===== src/rtl/sw_reset_seq.sv =====
module sw_reset_seq #(
  parameter int NUM_PORTS     = 11,
  parameter int DW            = 16,
  parameter int AW            = 5,
  parameter int PORT_DEV_BASE = 16,
  parameter int GLOBAL_DEV    = 27,
  parameter int CTRL_OFS      = 4,
  parameter int STATE_LSB     = 0,
  parameter int STATE_W       = 2,
  parameter int RESET_BIT     = 15,
  parameter int CYCLES_PER_MS = 125000,
  parameter int DRAIN_MS      = 2,
  parameter int POLL_MS       = 1,
  parameter int MAX_POLLS     = 1000
) (
  input  logic          clk,
  input  logic          rst_n,
  input  logic          start,
  output logic          busy,
  output logic          req_valid,
  output logic          req_write,
  output logic [AW-1:0] req_dev,
  output logic [AW-1:0] req_reg,
  output logic [DW-1:0] req_wdata,
  input  logic          ack,
  input  logic [DW-1:0] ack_rdata,
  input  logic          ack_err,
  output logic          seq_done,
  output logic          seq_timeout,
  output logic          seq_error
);

  localparam int DRAIN_CYC = CYCLES_PER_MS * DRAIN_MS;
  localparam int POLL_CYC  = CYCLES_PER_MS * POLL_MS;
  localparam int MAX_CYC   = (DRAIN_CYC > POLL_CYC) ? DRAIN_CYC : POLL_CYC;
  localparam int TW        = $clog2(MAX_CYC + 1);
  localparam int PW        = $clog2(MAX_POLLS + 1);
  localparam int IW        = (NUM_PORTS > 1) ? $clog2(NUM_PORTS) : 1;
  localparam logic [DW-1:0] STATE_MASK = DW'(((1 << STATE_W) - 1) << STATE_LSB);
  localparam logic [DW-1:0] RST_MASK   = DW'(1) << RESET_BIT;

  typedef enum logic [3:0] {
    S_IDLE, S_PORT_RD, S_PORT_WR, S_DRAIN, S_GLB_RD, S_GLB_WR, S_PROBE, S_GAP
  } state_t;

  state_t          st;
  logic [IW-1:0]   port;
  logic [DW-1:0]   hold;
  logic [TW-1:0]   tick;
  logic [PW-1:0]   polls;

  logic in_port, acc_ok, acc_bad, tick_end;

  assign in_port   = (st == S_PORT_RD) || (st == S_PORT_WR);
  assign req_valid = in_port || (st == S_GLB_RD) || (st == S_GLB_WR) || (st == S_PROBE);
  assign req_write = (st == S_PORT_WR) || (st == S_GLB_WR);
  assign req_dev   = in_port ? AW'(PORT_DEV_BASE + int'(port)) : AW'(GLOBAL_DEV);
  assign req_reg   = AW'(CTRL_OFS);
  assign req_wdata = req_write ? hold : '0;
  assign busy      = (st != S_IDLE);
  assign acc_ok    = req_valid && ack && !ack_err;
  assign acc_bad   = req_valid && ack && ack_err;
  assign tick_end  = (tick == TW'(((st == S_DRAIN) ? DRAIN_CYC : POLL_CYC) - 1));

  always_ff @(posedge clk or negedge rst_n) begin
    if (!rst_n) begin
      st          <= S_IDLE;
      port        <= '0;
      hold        <= '0;
      tick        <= '0;
      polls       <= '0;
      seq_done    <= 1'b0;
      seq_timeout <= 1'b0;
      seq_error   <= 1'b0;
    end else begin
      seq_done    <= 1'b0;
      seq_timeout <= 1'b0;
      seq_error   <= 1'b0;
      case (st)
        S_IDLE: if (start) begin
          st   <= S_PORT_RD;
          port <= '0;
        end
        S_PORT_RD: if (acc_ok) begin
          hold <= ack_rdata & ~STATE_MASK;
          st   <= S_PORT_WR;
        end
        S_PORT_WR: if (acc_ok) begin
          if (port == IW'(NUM_PORTS - 1)) begin
            st   <= S_DRAIN;
            tick <= '0;
          end else begin
            port <= port + IW'(1);
            st   <= S_PORT_RD;
          end
        end
        S_DRAIN: if (tick_end) st <= S_GLB_RD;
                 else          tick <= tick + TW'(1);
        S_GLB_RD: if (acc_ok) begin
          hold <= ack_rdata | RST_MASK;
          st   <= S_GLB_WR;
        end
        S_GLB_WR: if (acc_ok) begin
          polls <= '0;
          st    <= S_PROBE;
        end
        S_PROBE: if (acc_ok) begin
          if (!ack_rdata[RESET_BIT]) begin
            seq_done <= 1'b1;
            st       <= S_IDLE;
          end else if (polls == PW'(MAX_POLLS - 1)) begin
            seq_timeout <= 1'b1;
            st          <= S_IDLE;
          end else begin
            polls <= polls + PW'(1);
            tick  <= '0;
            st    <= S_GAP;
          end
        end
        S_GAP: if (tick_end) st <= S_PROBE;
               else          tick <= tick + TW'(1);
        default: st <= S_IDLE;
      endcase
      if (acc_bad) begin
        seq_error <= 1'b1;
        st        <= S_IDLE;
      end
    end
  end

endmodule


===== config.mk =====
export PLATFORM = sky130hd
export DESIGN_NAME = sw_reset_seq
export DESIGN_NICKNAME = d
export VERILOG_FILES = /design/src/rtl/sw_reset_seq.sv
export SDC_FILE = /design/constraint.sdc
export NUM_CORES = 1
export LEC_CHECK = 0
export CORE_AREA = 2 2 97 80
export DETAILED_ROUTE_END_ITERATION = 10
export DIE_AREA = 0 0 99 82
export MAX_ROUTING_LAYER = met4
export PLACE_DENSITY = 0.72
export SETUP_SLACK_MARGIN = 0.15
export SYNTH_ARGS = -nofsm -noshare
export SYNTH_HDL_FRONTEND = slang
export SYNTH_SLANG_ARGS = --single-unit

===== constraint.sdc =====
create_clock -name clk -period 2.6 [get_ports clk]
set_input_delay 0.26 -clock clk [delete_from_list [all_inputs] [get_ports clk]]
set_output_delay 0.26 -clock clk [all_outputs]
set_load 0.01 [all_outputs]

==> impl_summary.md <==
Clock tree
In this run, CTS created clock tree buffers numbering 5. In this run the number of H-tree levels came out at 2. The maximum clock insertion buffer count is 2. For the worst-skew pair, the clock arrives at the later sink with an insertion delay of 0.32 ns. After clock tree synthesis, the clock-pin slew on the worst setup and hold paths is about 0.11 ns. The clock drives 54 sinks.

The clock tree root buffer cell is clkbuf_8. TritonCTS built the clock tree.

Detailed routing
The number of DRC violations after detailed-routing iteration 0 is slightly below 100. The number of design rule violations left after detail routing is 0. The total iterations of the first detailed-routing run is 4. The detailed-route wire length per cell is 14.7 um. The number of vias per cell is approximately 5.6. The remaining antenna violation count is 0. The final layout contains routed wiring with a total length of 6890 um. The final route contains roughly 2,600 vias.

Synthesis
Among all flip-flop cells after synthesis, the most frequent one is dfrtp_1. Sequential cells were found to cover roughly 43% of the synthesized design area. dfrtp_1 takes more of the synthesized area than any other cell. The post-synthesis cell type count is between 60 and 70. The async set or reset register ratio after synthesis is 100%. The mean cell area of the mapped netlist is roughly 9.5 um2.

By area the synthesized netlist is led by dfrtp_1, and2_1, nand2_1. The post-synthesis sequential element count is 54. The number of instances in the synthesized netlist is about 330. The cell area that synthesis handed to floorplanning was 3140 um2. During synthesis, Yosys emitted a total of 0 warnings. Counting instances in the post-synthesis netlist gives the leading cell types as dfrtp_1, nand2_1, and2_1, nor2_1. The most frequent cell after synthesis is dfrtp_1.

The number of flops mapped to enable cells by yosys is 0. The share of the synthesized area in the top cell type is between 40% and 50%.

Placement
The final weighted congestion in routability-driven placement is 0.901. Summed over all nets, the half-perimeter wirelength after detailed placement is 4870 um. In this run the tool buffered the top-level ports with 46 buffer cells. The pre-CTS setup slack is 0.290 ns.

Critical path
At the worst endpoint, the arrival time is approximately 2.1 ns. STA classifies the critical path startpoint as a flip-flop. STA classifies the critical path endpoint as a primary output.

The category of the critical setup timing path is flip-flop to primary output. Of all nets on the critical path, the largest fanout is 8. The required time of the critical path is 2.34 ns.

Die
The I/O pin total is between 50 and 60. The effective utilization at floorplan is between 40 and 50%. In this run the vertical extent of the chip is 82 um. The die width is 99 um.

The standard cell core area is around 7200 um2. The die covers ~8000 um2. The floorplan row count is 28.

Final layout
The share of post-route cells with drive strength above 1 is around an eighth. The area overhead of the layout relative to synthesis is 20.9%. The number of diodes is 0. The final net count is approximately 400.

STA
Adding up every negative setup slack in the final design gives 0 ns. Across the routed clock network, the largest skew measured is 0.0122 ns. The remaining max-slew budget at the tightest pin is about 59%. The slew at the pin with the worst max-slew slack is ~0.6 ns.

The worst path needs between 2 and 2.5 ns of the cycle, external delays included. The total count of hold-check failures in the final report is 0. The final-report max-slew violation count is 0. The maximum achievable frequency is 0.427 GHz.

Setup violations remaining at the end of the flow were counted as 0. In the finished design, the share of the clock period the worst path needs comes to between 80% and 90%. Once routing completed, OpenROAD measured the worst setup slack at ~0.26 ns. Setup repair after global routing could not meet its margin everywhere. Across all hold checks on the routed design, the worst slack comes to around 0.45 ns.

Pwr
The power density relative to cell area is 554 nW/um2. The analysis attributes to cell leakage a power of ~1.7 nW. The maximum resistive drop on vdd is ~0.00025 V.

Global route
The global-route wire length before repair is around 12,000 um. The global-route total usage across every layer is 18.1%. The number of antenna violations at the first check in global routing is 0. Summed over all layers, the global routing overflow is 0. Entering global routing, the biggest net connects 33 pins. The via count of the first global-routing pass is between 2,000 and 3,000.

Run status
The run finished with clean final reports.

Worst hold path
The worst hold path belongs to the class input port to async pin.

Run
The total of max-cap violations is 0.
## flip-flops by register name, indices dropped and copies added (netlist names)
signal	flops
tick	18
hold	16
polls	10
port	4
st	3
seq_done	1
seq_error	1
seq_timeout	1
## what timing repair did
item / in CTS / in global routing
buffers inserted: 0 / 4
setup endpoints to repair: 14 / 19
cloned: 0 / 1
hold endpoints to repair: 54 / 0
hold buffers: 1 / 0
resized for setup: 1 / 7
## cell families (layout without fill, tap and decap cells)
logic type               Yosys count  in the layout  share of synthesized area [%]
AND/OR/NAND/NOR                  142            142                           25.2
AO/OA/AOI/OAI                     76             76                           16.9
flip-flops                        54             54                           43.0
buffers and inverters             28             74                           5.30
multiplexers                      15             15                           5.34
XOR/XNOR                           8              8                           2.47
adder cells (fa/ha/maj)            4              4                           1.59
other                              2              6                          0.239
## layout make-up
class | instances | area [um2]
Clock buffer | 5 | 68.8
Clock inverter | 3 | 26.3
Fill cell | 660 | 3390
Inverter | 5 | 18.8
Multi-Input combinational cell | 251 | 1650
Sequential cell | 54 | 1350
Tap cell | 90 | 113
Timing Repair Buffer | 61 | 571
## worst paths after layout
kind / slack, ns / cells after the start / to / start
worst min-delay path: 0.45 / 3 / polls[1]$_DFFE_PN0P_ / rst_n
min in group clk: 0.49 / 1 / hold[8]$_DFFE_PN0P_ / hold[8]$_DFFE_PN0P_
worst max register to register: 0.47 / 6 / tick[5]$_DFFE_PN0P_ / polls[0]$_DFFE_PN0P_
worst min register to register: 0.49 / 1 / hold[8]$_DFFE_PN0P_ / hold[8]$_DFFE_PN0P_
worst max-delay path: 0.26 / 6 / req_wdata[11] / st[0]$_DFFE_PN0P_
max in group asynchronous: 1.75 / 3 / st[1]$_DFFE_PN0P_ / rst_n
## metrics by stage
| stage | util [%] | cell area [um2] | power, mW | std cells |
|---|---|---|---|---|
| floorplan | - | 3160 | 1.46 | 333 |
| global placement | 50.7 | 3640 | 1.58 | 455 |
| detailed placement | 50.7 | 3640 | 1.60 | 455 |
| CTS | 52.2 | 3750 | 2.11 | 464 |
| global route | 52.9 | 3800 | 2.23 | 469 |
| finish | 52.9 | 3800 | 2.10 | 469 |
## where the power goes
| part | internal (mW) | total, mW | switching (mW) |
|---|---|---|---|
| clock | 0.199 | 0.508 | 0.309 |
| sequential | 0.982 | 1.17 | 0.190 |
| combinational | 0.220 | 0.424 | 0.204 |
| total | 1.40 | 2.10 | 0.703 |
## cell usage in the layout, fill, tap and decap left out, types with 6 or more instances in the layout
master	n
a211o_1	8
a21o_1	7
a21oi_1	14
a31oi_1	7
and2_1	20
and3_1	12
buf_4	13
clkdlybuf4s50_1	45
conb_1	6
dfrtp_1	52
mux2_1	8
mux2_2	6
nand2_1	28
nand2b_1	8
nand3_1	14
nor2_1	16
nor3_1	13
o21ai_0	12
## worst max-delay path: stages (launching register included)
cell and delay [ns]:
dfrtp_2 0.48, inv_1 0.09, nand2_1 0.11, o21ai_1 0.20, clkbuf_4 0.22, and2_1 0.13, clkdlybuf4s50_1 0.53
## per-layer routing
| layer | track usage (%) | routed length (um) |
|---|---|---|
| met4 | 5.89 | 111 |
| met5 | - | 0 |
| met1 | 23.4 | 3380 |
| met3 | 2.98 | 326 |
| met2 | 29.3 | 3080 |
Note: power is estimated with default switching activity, not from simulation.
